[config.mk]
export PLATFORM = sky130hd
export DESIGN_NAME = spi_byte_master
export DESIGN_NICKNAME = d
export VERILOG_FILES = /design/src/rtl/spi_byte_pkg.sv /design/src/rtl/spi_half_tick.sv /design/src/rtl/spi_shift_engine.sv /design/src/rtl/spi_byte_master.sv
export SDC_FILE = /design/constraint.sdc
export NUM_CORES = 1
export LEC_CHECK = 0
export ABC_AREA = 1
export ABC_CLOCK_PERIOD_IN_PS = 1800
export BUFFER_PORTS_ARGS = -buffer_cell sky130_fd_sc_hd__buf_2
export CORE_MARGIN = 3
export CORE_UTILIZATION = 35
export CTS_CLUSTER_DIAMETER = 150
export DETAILED_ROUTE_END_ITERATION = 7
export GPL_TIMING_DRIVEN = 0
export PLACE_DENSITY = 0.68
export SLEW_MARGIN = 10
export SYNTH_ARGS = -nofsm -noshare
export SYNTH_HDL_FRONTEND = slang
export SYNTH_SLANG_ARGS = --single-unit
[constraint.sdc]
create_clock -name clk -period 1.8 [get_ports clk]
set_input_delay 0.36 -clock clk [delete_from_list [all_inputs] [get_ports clk]]
set_output_delay 0.36 -clock clk [all_outputs]
set_load 0.01 [all_outputs]
[src/rtl/spi_byte_pkg.sv]
package spi_byte_pkg;
  localparam int ADDR_W = 8;
  localparam int REG_W  = 32;
  localparam int BYTE_W = 8;

  localparam logic [ADDR_W-1:0] A_ENABLE = 8'h80;
  localparam logic [ADDR_W-1:0] A_XFER   = 8'h81;
  localparam logic [ADDR_W-1:0] A_DATA   = 8'h82;

  typedef enum logic [1:0] {SEL_NONE, SEL_ENABLE, SEL_XFER, SEL_DATA} reg_sel_e;

  function automatic reg_sel_e decode(input logic [ADDR_W-1:0] a);
    case (a)
      A_ENABLE: return SEL_ENABLE;
      A_XFER:   return SEL_XFER;
      A_DATA:   return SEL_DATA;
      default:  return SEL_NONE;
    endcase
  endfunction
endpackage

[src/rtl/spi_half_tick.sv]
module spi_half_tick #(
  parameter int HALF_DIV = 2
) (
  input  logic clk,
  input  logic rst,
  input  logic run,
  output logic tick
);
  localparam int CW = (HALF_DIV > 1) ? $clog2(HALF_DIV) : 1;
  localparam logic [CW-1:0] LAST = CW'(HALF_DIV - 1);

  logic [CW-1:0] cnt_q;

  assign tick = run && (cnt_q == LAST);

  generate
    if (HALF_DIV > 1) begin : g_count
      always_ff @(posedge clk) begin
        if (rst || !run)  cnt_q <= '0;
        else if (tick)    cnt_q <= '0;
        else              cnt_q <= cnt_q + 1'b1;
      end
    end else begin : g_every
      always_ff @(posedge clk) cnt_q <= '0;
    end
  endgenerate
endmodule

[src/rtl/spi_shift_engine.sv]
module spi_shift_engine #(
  parameter int BYTE_W = 8
) (
  input  logic              clk,
  input  logic              rst,
  input  logic              start,
  input  logic [BYTE_W-1:0] tx_byte,
  input  logic              half_tick,
  input  logic              miso,
  output logic              busy,
  output logic              sck,
  output logic              mosi,
  output logic [BYTE_W-1:0] rx_byte
);
  localparam int BW = $clog2(BYTE_W);
  localparam logic [BW-1:0] LAST_BIT = BW'(BYTE_W - 1);

  logic [BYTE_W-1:0] shreg_q;
  logic [BW-1:0]     bit_q;
  logic              samp_q;

  assign mosi = shreg_q[BYTE_W-1];

  always_ff @(posedge clk) begin
    if (rst) begin
      busy    <= 1'b0;
      sck     <= 1'b0;
      shreg_q <= '0;
      bit_q   <= '0;
      samp_q  <= 1'b0;
      rx_byte <= '0;
    end else if (start && !busy) begin
      busy    <= 1'b1;
      sck     <= 1'b0;
      shreg_q <= tx_byte;
      bit_q   <= '0;
    end else if (busy && half_tick) begin
      if (!sck) begin
        sck    <= 1'b1;
        samp_q <= miso;
      end else begin
        sck     <= 1'b0;
        shreg_q <= {shreg_q[BYTE_W-2:0], samp_q};
        if (bit_q == LAST_BIT) begin
          busy    <= 1'b0;
          rx_byte <= {shreg_q[BYTE_W-2:0], samp_q};
        end else begin
          bit_q <= bit_q + 1'b1;
        end
      end
    end
  end
endmodule

[src/rtl/spi_byte_master.sv]
module spi_byte_master
  import spi_byte_pkg::*;
#(
  parameter int HALF_DIV = 2
) (
  input  logic              clk,
  input  logic              rst,
  input  logic              reg_cs,
  input  logic              reg_we,
  input  logic [ADDR_W-1:0] reg_addr,
  input  logic [REG_W-1:0]  reg_wdata,
  output logic [REG_W-1:0]  reg_rdata,
  output logic              spi_sck,
  output logic              spi_mosi,
  input  logic              spi_miso,
  output logic              spi_cs_n
);
  reg_sel_e          sel;
  logic              wr_en, wr_xfer, wr_data, rd;
  logic              en_q;
  logic [BYTE_W-1:0] tx_q;
  logic [BYTE_W-1:0] rx_byte;
  logic              busy;
  logic              half_tick;
  logic [REG_W-1:0]  rd_mux;

  assign sel     = decode(reg_addr);
  assign wr_en   = reg_cs && reg_we && (sel == SEL_ENABLE);
  assign wr_xfer = reg_cs && reg_we && (sel == SEL_XFER);
  assign wr_data = reg_cs && reg_we && (sel == SEL_DATA);
  assign rd      = reg_cs && !reg_we;

  always_ff @(posedge clk) begin
    if (rst) begin
      en_q <= 1'b0;
      tx_q <= '0;
    end else begin
      if (wr_en)   en_q <= reg_wdata[0];
      if (wr_data) tx_q <= reg_wdata[BYTE_W-1:0];
    end
  end

  assign spi_cs_n = !en_q;

  spi_half_tick #(.HALF_DIV(HALF_DIV)) u_tick (
    .clk(clk), .rst(rst), .run(busy), .tick(half_tick)
  );

  spi_shift_engine #(.BYTE_W(BYTE_W)) u_eng (
    .clk(clk), .rst(rst), .start(wr_xfer), .tx_byte(tx_q),
    .half_tick(half_tick), .miso(spi_miso), .busy(busy),
    .sck(spi_sck), .mosi(spi_mosi), .rx_byte(rx_byte)
  );

  always_comb begin
    rd_mux = '0;
    case (sel)
      SEL_ENABLE: rd_mux[0] = en_q;
      SEL_XFER:   rd_mux[0] = !busy;
      SEL_DATA:   rd_mux[BYTE_W-1:0] = rx_byte;
      default:    rd_mux = '0;
    endcase
  end

  always_ff @(posedge clk) begin
    if (rst)     reg_rdata <= '0;
    else if (rd) reg_rdata <= rd_mux;
    else         reg_rdata <= '0;
  end
endmodule

==> Word level (Yosys, flattened, before mapping) <==
Index checks and enable logic that the tools add are counted.
{ "totals": {"register_bits": 64, "in_bits": 45, "out_inout_bits": 35, "wordCells": 60} }
{ "classes": {"addsub": 2, "eq_ne": 7, "mux": 10, "bitwise": 5, "n_reduce_logical": 24} }
{ "ops": {"columns": ["cell", "count"], "rows": [
  ["$eq 8x8->1 const B", 3],
  ["$mux 8", 3],
  ["$reduce_and 3->1", 3],
  ["$logic_and 1x1->1", 8],
  ["$pmux 2 s3", 1],
  ["$reduce_bool 2->1", 3],
  ["$reduce_or 2->1", 3],
  ["$mux 1", 5],
  ["$not 1->1", 5],
  ["$eq 2x2->1 const B", 2],
  ["$reduce_and 4->1", 1],
  ["$add 3x1->3 const B", 1],
  ["$eq 3x3->1 const B", 1],
  ["$logic_not 1->1", 3],
  ["$pmux 1 s3", 1],
  ["$reduce_or 3->1", 1],
  ["$eq 2x1->1 const B", 1],
  ["$reduce_and 2->1", 1],
  ["$add 1x1->1 const B", 1],
  ["$logic_or 1x1->1", 1]
]} }

==> Depth between registers and ports, before layout <==
{ "depth": {"depth_word": 7, "ltp_mapped": 8, "mapped_depth_nobuf": 8} }

==> By module <==
A second synthesis with hierarchy kept.
{ "hier_totals": {"hier_cells": 295, "area_unflattened_um2": 2048.2} }
{ "by_module_without_submodules": {"columns": ["mod", "instances", "cells_each", "area_per_inst_um2"], "rows": [
  ["spi_shift_engine", 1, 149, 1052.3],
  ["spi_byte_master", 1, 140, 954.7],
  ["spi_half_tick", 1, 6, 41.3]
]} }

==> Least setup slack after synthesis <==
OpenSTA, ideal clock, no wires.
{ "synth_timing": {"path_type": "register to register", "from": "reg u_eng.bit_q[0]", "to": "reg u_eng.bit_q[0]", "setup_time_ns": 0.070, "arrival_time_ns": 1.216, "required_ns": 1.730, "setup_slack_ns": 0.515, "path_stages_with_launch": 7, "path_buffers": 0, "path_cell_list": "dfxtp_1 > ha_1 > ha_1 > inv_1 > nand2_1 > or2_0 > a21oi_1"} }
{ "synth_between": {"elab_chain_cells": 3, "elab_cells_between_ends": 4, "classes_between": "1 x add/sub; 1 x eq/ne; 1 x bitwise; 1 x reduce/logical"} }
{ "synth_rtl": {"columns": ["element", "line_no", "source"], "rows": [
  ["from (decl)", "spi_shift_engine.sv:19", "logic [BW-1:0] bit_q;"],
  ["from (signal assigned)", "spi_shift_engine.sv:48", "bit_q <= bit_q + 1'b1;"],
  ["$eq 3x3->1", "spi_shift_engine.sv:44", "if (bit_q == LAST_BIT) begin"],
  ["$not 1->1 (no line)", null, null],
  ["$reduce_and 3->1 (no line)", null, null]
]} }
Parallel ways exist; a longest one is shown, timed or not.
A chain may end at the register's enable or synchronous reset.

==> Worst setup path after layout <==
Same ends and word-level chain as after synthesis.

==> impl_metrics.json <==
{
  "yosysWarnings": 0,
  "min_period_ns": 1.47,
  "status": "finished clean",
  "grt_usage_pct": 12.8,
  "p_leak_uw": 0.00102,
  "post_cts_buffers": 0,
  "synth_top_area_share_pct": 42.9,
  "cts_buffers": 5,
  "dr_wl_met3_um": 209,
  "overflow": 0,
  "grt_pass1_vias": 1459,
  "drv_slew": 0,
  "portBuffers": 31,
  "synth_top_area_cell": "dfxtp_1",
  "detail_route.first_pass.iterations": 4,
  "crit_path_start_kind": "flip-flop",
  "dp_cells": 364,
  "place.gp.congestion": 0.845,
  "synth_cells": 243,
  "power.density_nw_per_um2": 707,
  "fin_setup_tns_ns": 0,
  "coreArea_um2": 4940,
  "drt_iter0_drc": 72,
  "critPathKind": "reg -> reg",
  "grt_pass1_wl_um": 6320,
  "grt_max_degree": 14,
  "worstPathRequired_ns": 2.04,
  "hold_viol_final": 0,
  "vdd_ir_drop_max_mv": 0.440,
  "vias": 1602,
  "setup_viol": 0,
  "cap_violations": 0,
  "synth_area_leaders": "dfxtp_1 43%, buf_4 9.7%, nand2_1 8.6%",
  "synth_area_per_cell_um2": 7.68,
  "antenna_found_initial": 0,
  "syn_to_final_growth_pct": 22.1,
  "cts_resized": 0,
  "finalCritPeriodShare_pct": 81.6,
  "cp.arrival_ns": 1.71,
  "die-area_um2": 6250,
  "die_h_um": 79.0,
  "dp_hpwl_um": 2870,
  "critPathCaptureType": "flip-flop",
  "dr_wl_met2_um": 1600,
  "start_util_pct": 37.8,
  "drive_above_1_share_pct": 26.2,
  "synthArstFlopShare_pct": 0,
  "routedWlPerCell_um": 9.93,
  "final_cells": 372,
  "ys_seq_area_share_pct": 42.9,
  "drc": 0,
  "synth.distinct_cells": 27,
  "ios": 80,
  "crit_fanout": 7,
  "clkSlewWorstSetupHoldPaths_ns": 0.08,
  "fmax_mhz": 681,
  "wl_met1_um": 1820,
  "drt-total-wl_um": 3690,
  "cts_tree": "done",
  "slowest_delay_ns": 0.33,
  "ctsRootBufferMaster": "clkbuf_8",
  "antenna_left": 0,
  "worst_path_most_repeated_cell": "ha_1",
  "netlist_area_um2": 1870,
  "top_layer": "met4",
  "fillCellCount": 518,
  "viasPerCell": 4.31,
  "synth_ff_type": "dfxtp_1",
  "nNetsFinal": 351,
  "worstSkewPairLatency_ns": 0.30,
  "min_path_type": "in -> reg",
  "hold_buffers": 0,
  "cp_cell_sequence": "ha_1, ha_1, inv_1, nand2_1, or2_0, a21oi_1",
  "cp_slowest_cell": "dfxtp_1",
  "synth_edf_count": 0,
  "clk_path_buf_depth": 2,
  "num_rows": 25,
  "htreeDepth": 2,
  "skew_ns": 0.00771,
  "cts_sinks": 40,
  "ys_top_cells_by_count": "43 x nand2_1, 40 x dfxtp_1, 30 x inv_1",
  "rsz0062_at_grt": "false",
  "ys_ff_latch": 40,
  "die_width_um": 79.0,
  "antenna_cells": 0,
  "synth_most_common_cell": "nand2_1"
}
[area by class of cell]
| type | count | area [µm²] | area share, % |
|---|---|---|---|
| Tap cell | 67 | 83.8 | 3.68 |
| Inverter | 31 | 116 | 5.10 |
| Timing Repair Buffer | 31 | 155 | 6.81 |
| Clock inverter | 3 | 18.8 | 0.823 |
| Clock buffer | 5 | 68.8 | 3.02 |
| Buffer | 32 | 230 | 10.1 |
| Sequential cell | 40 | 801 | 35.1 |
| Multi-Input combinational cell | 163 | 806 | 35.3 |
[per-layer routing]
layer | GRT usage, % | up-vias
li1 | - | 858
met4 | 5.67 | 0
met3 | 3.40 | 6
met1 | 16.6 | 693
met2 | 19.9 | 45
met5 | 0 | -
[kinds of logic (layout without fill, tap and decap cells)]
| kind of cell | after synthesis | in the layout | share of synthesized area [%] |
|---|---|---|---|
| buffers and inverters | 63 | 102 | 18.6 |
| and+or+nand+nor | 98 | 98 | 24.7 |
| adders and majority gates | 2 | 2 | 1.34 |
| AOI/OAI and AO/OA | 39 | 39 | 12.3 |
| other | 1 | 24 | 0.201 |
| DFF | 40 | 40 | 42.9 |
[where the power goes]
| group | internal [µW] | switching (µW) | total, µW |
|---|---|---|---|
| Clock | 270 | 324 | 595 |
| Combinational | 59.6 | 73.8 | 133 |
| Sequential | 884 | 0.184 | 884 |
| Total | 1210 | 398 | 1610 |
[registers in the layout (all words and copies together), names as in the netlist]
name	count
u_eng.shreg_q	8
u_eng.busy	1
u_tick.cnt_q	1
u_eng.rx_byte	8
en_q	1
u_eng.sck	1
tx_q	8
u_eng.bit_q	3
reg_rdata	8
u_eng.samp_q	1
[cells in the final DEF (no fill, tap or decap)]
cell and instances:
inv_1 30, clkbuf_1 2, buf_6 2, o21ai_2 1, nand4_2 1, clkinv_4 1, o21ai_1 2, nor3_1 2
clkinv_2 2, nand2_1 43, buf_4 24, nor2_2 1, dfxtp_1 40, a21oi_1 18, nand3_2 1, nor2_4 3
a211oi_1 3, or2_0 1, conb_1 24, nor2_1 21, o21ai_0 9, nor3_2 1, clkbuf_8 5, o32ai_1 4
buf_2 35, inv_2 1, a21oi_2 2, nand3_1 14, nand4_1 10, ha_1 2
[worst max-delay path, delay by kind of cell (launching register included)]
family / cells / cell delay, ns
adder cells (fa/ha/maj): 2 / 0.40
AND/OR/NAND/NOR: 2 / 0.36
flip-flops: 1 / 0.33
buffers and inverters: 1 / 0.20
AO/OA/AOI/OAI: 1 / 0.12
[through the flow]
step / setup slack, ns / util, % / hold WS (ns) / cell area (µm²) / power, µW
finish: 0.332 / 46.1 / 0.322 / 2280 / 1610
global route: 0.215 / 46.1 / 0.322 / 2280 / 1670
CTS: 0.340 / 46.1 / 0.311 / 2280 / 1630
detailed placement: 0.309 / 44.4 / 0.430 / 2190 / 1040
global placement: 0.350 / 44.4 / 0.430 / 2190 / 1040
floorplan: 0.515 / - / 0.410 / 1950 / 1000
[final timing paths]
| path | start | end | slack, ns | depth (start not counted) |
|---|---|---|---|---|
| hold / removal | reg_wdata[2] | tx_q[2] | 0.32 | 3 |
| setup / recovery | u_eng.bit_q[0] | u_eng.bit_q[0] | 0.33 | 6 |
| hold reg to reg | u_eng.rx_byte[1] | reg_rdata[1] | 0.44 | 2 |
| setup reg to reg | u_eng.bit_q[0] | u_eng.bit_q[0] | 0.33 | 6 |
Note: power is estimated with default switching activity, not from simulation.
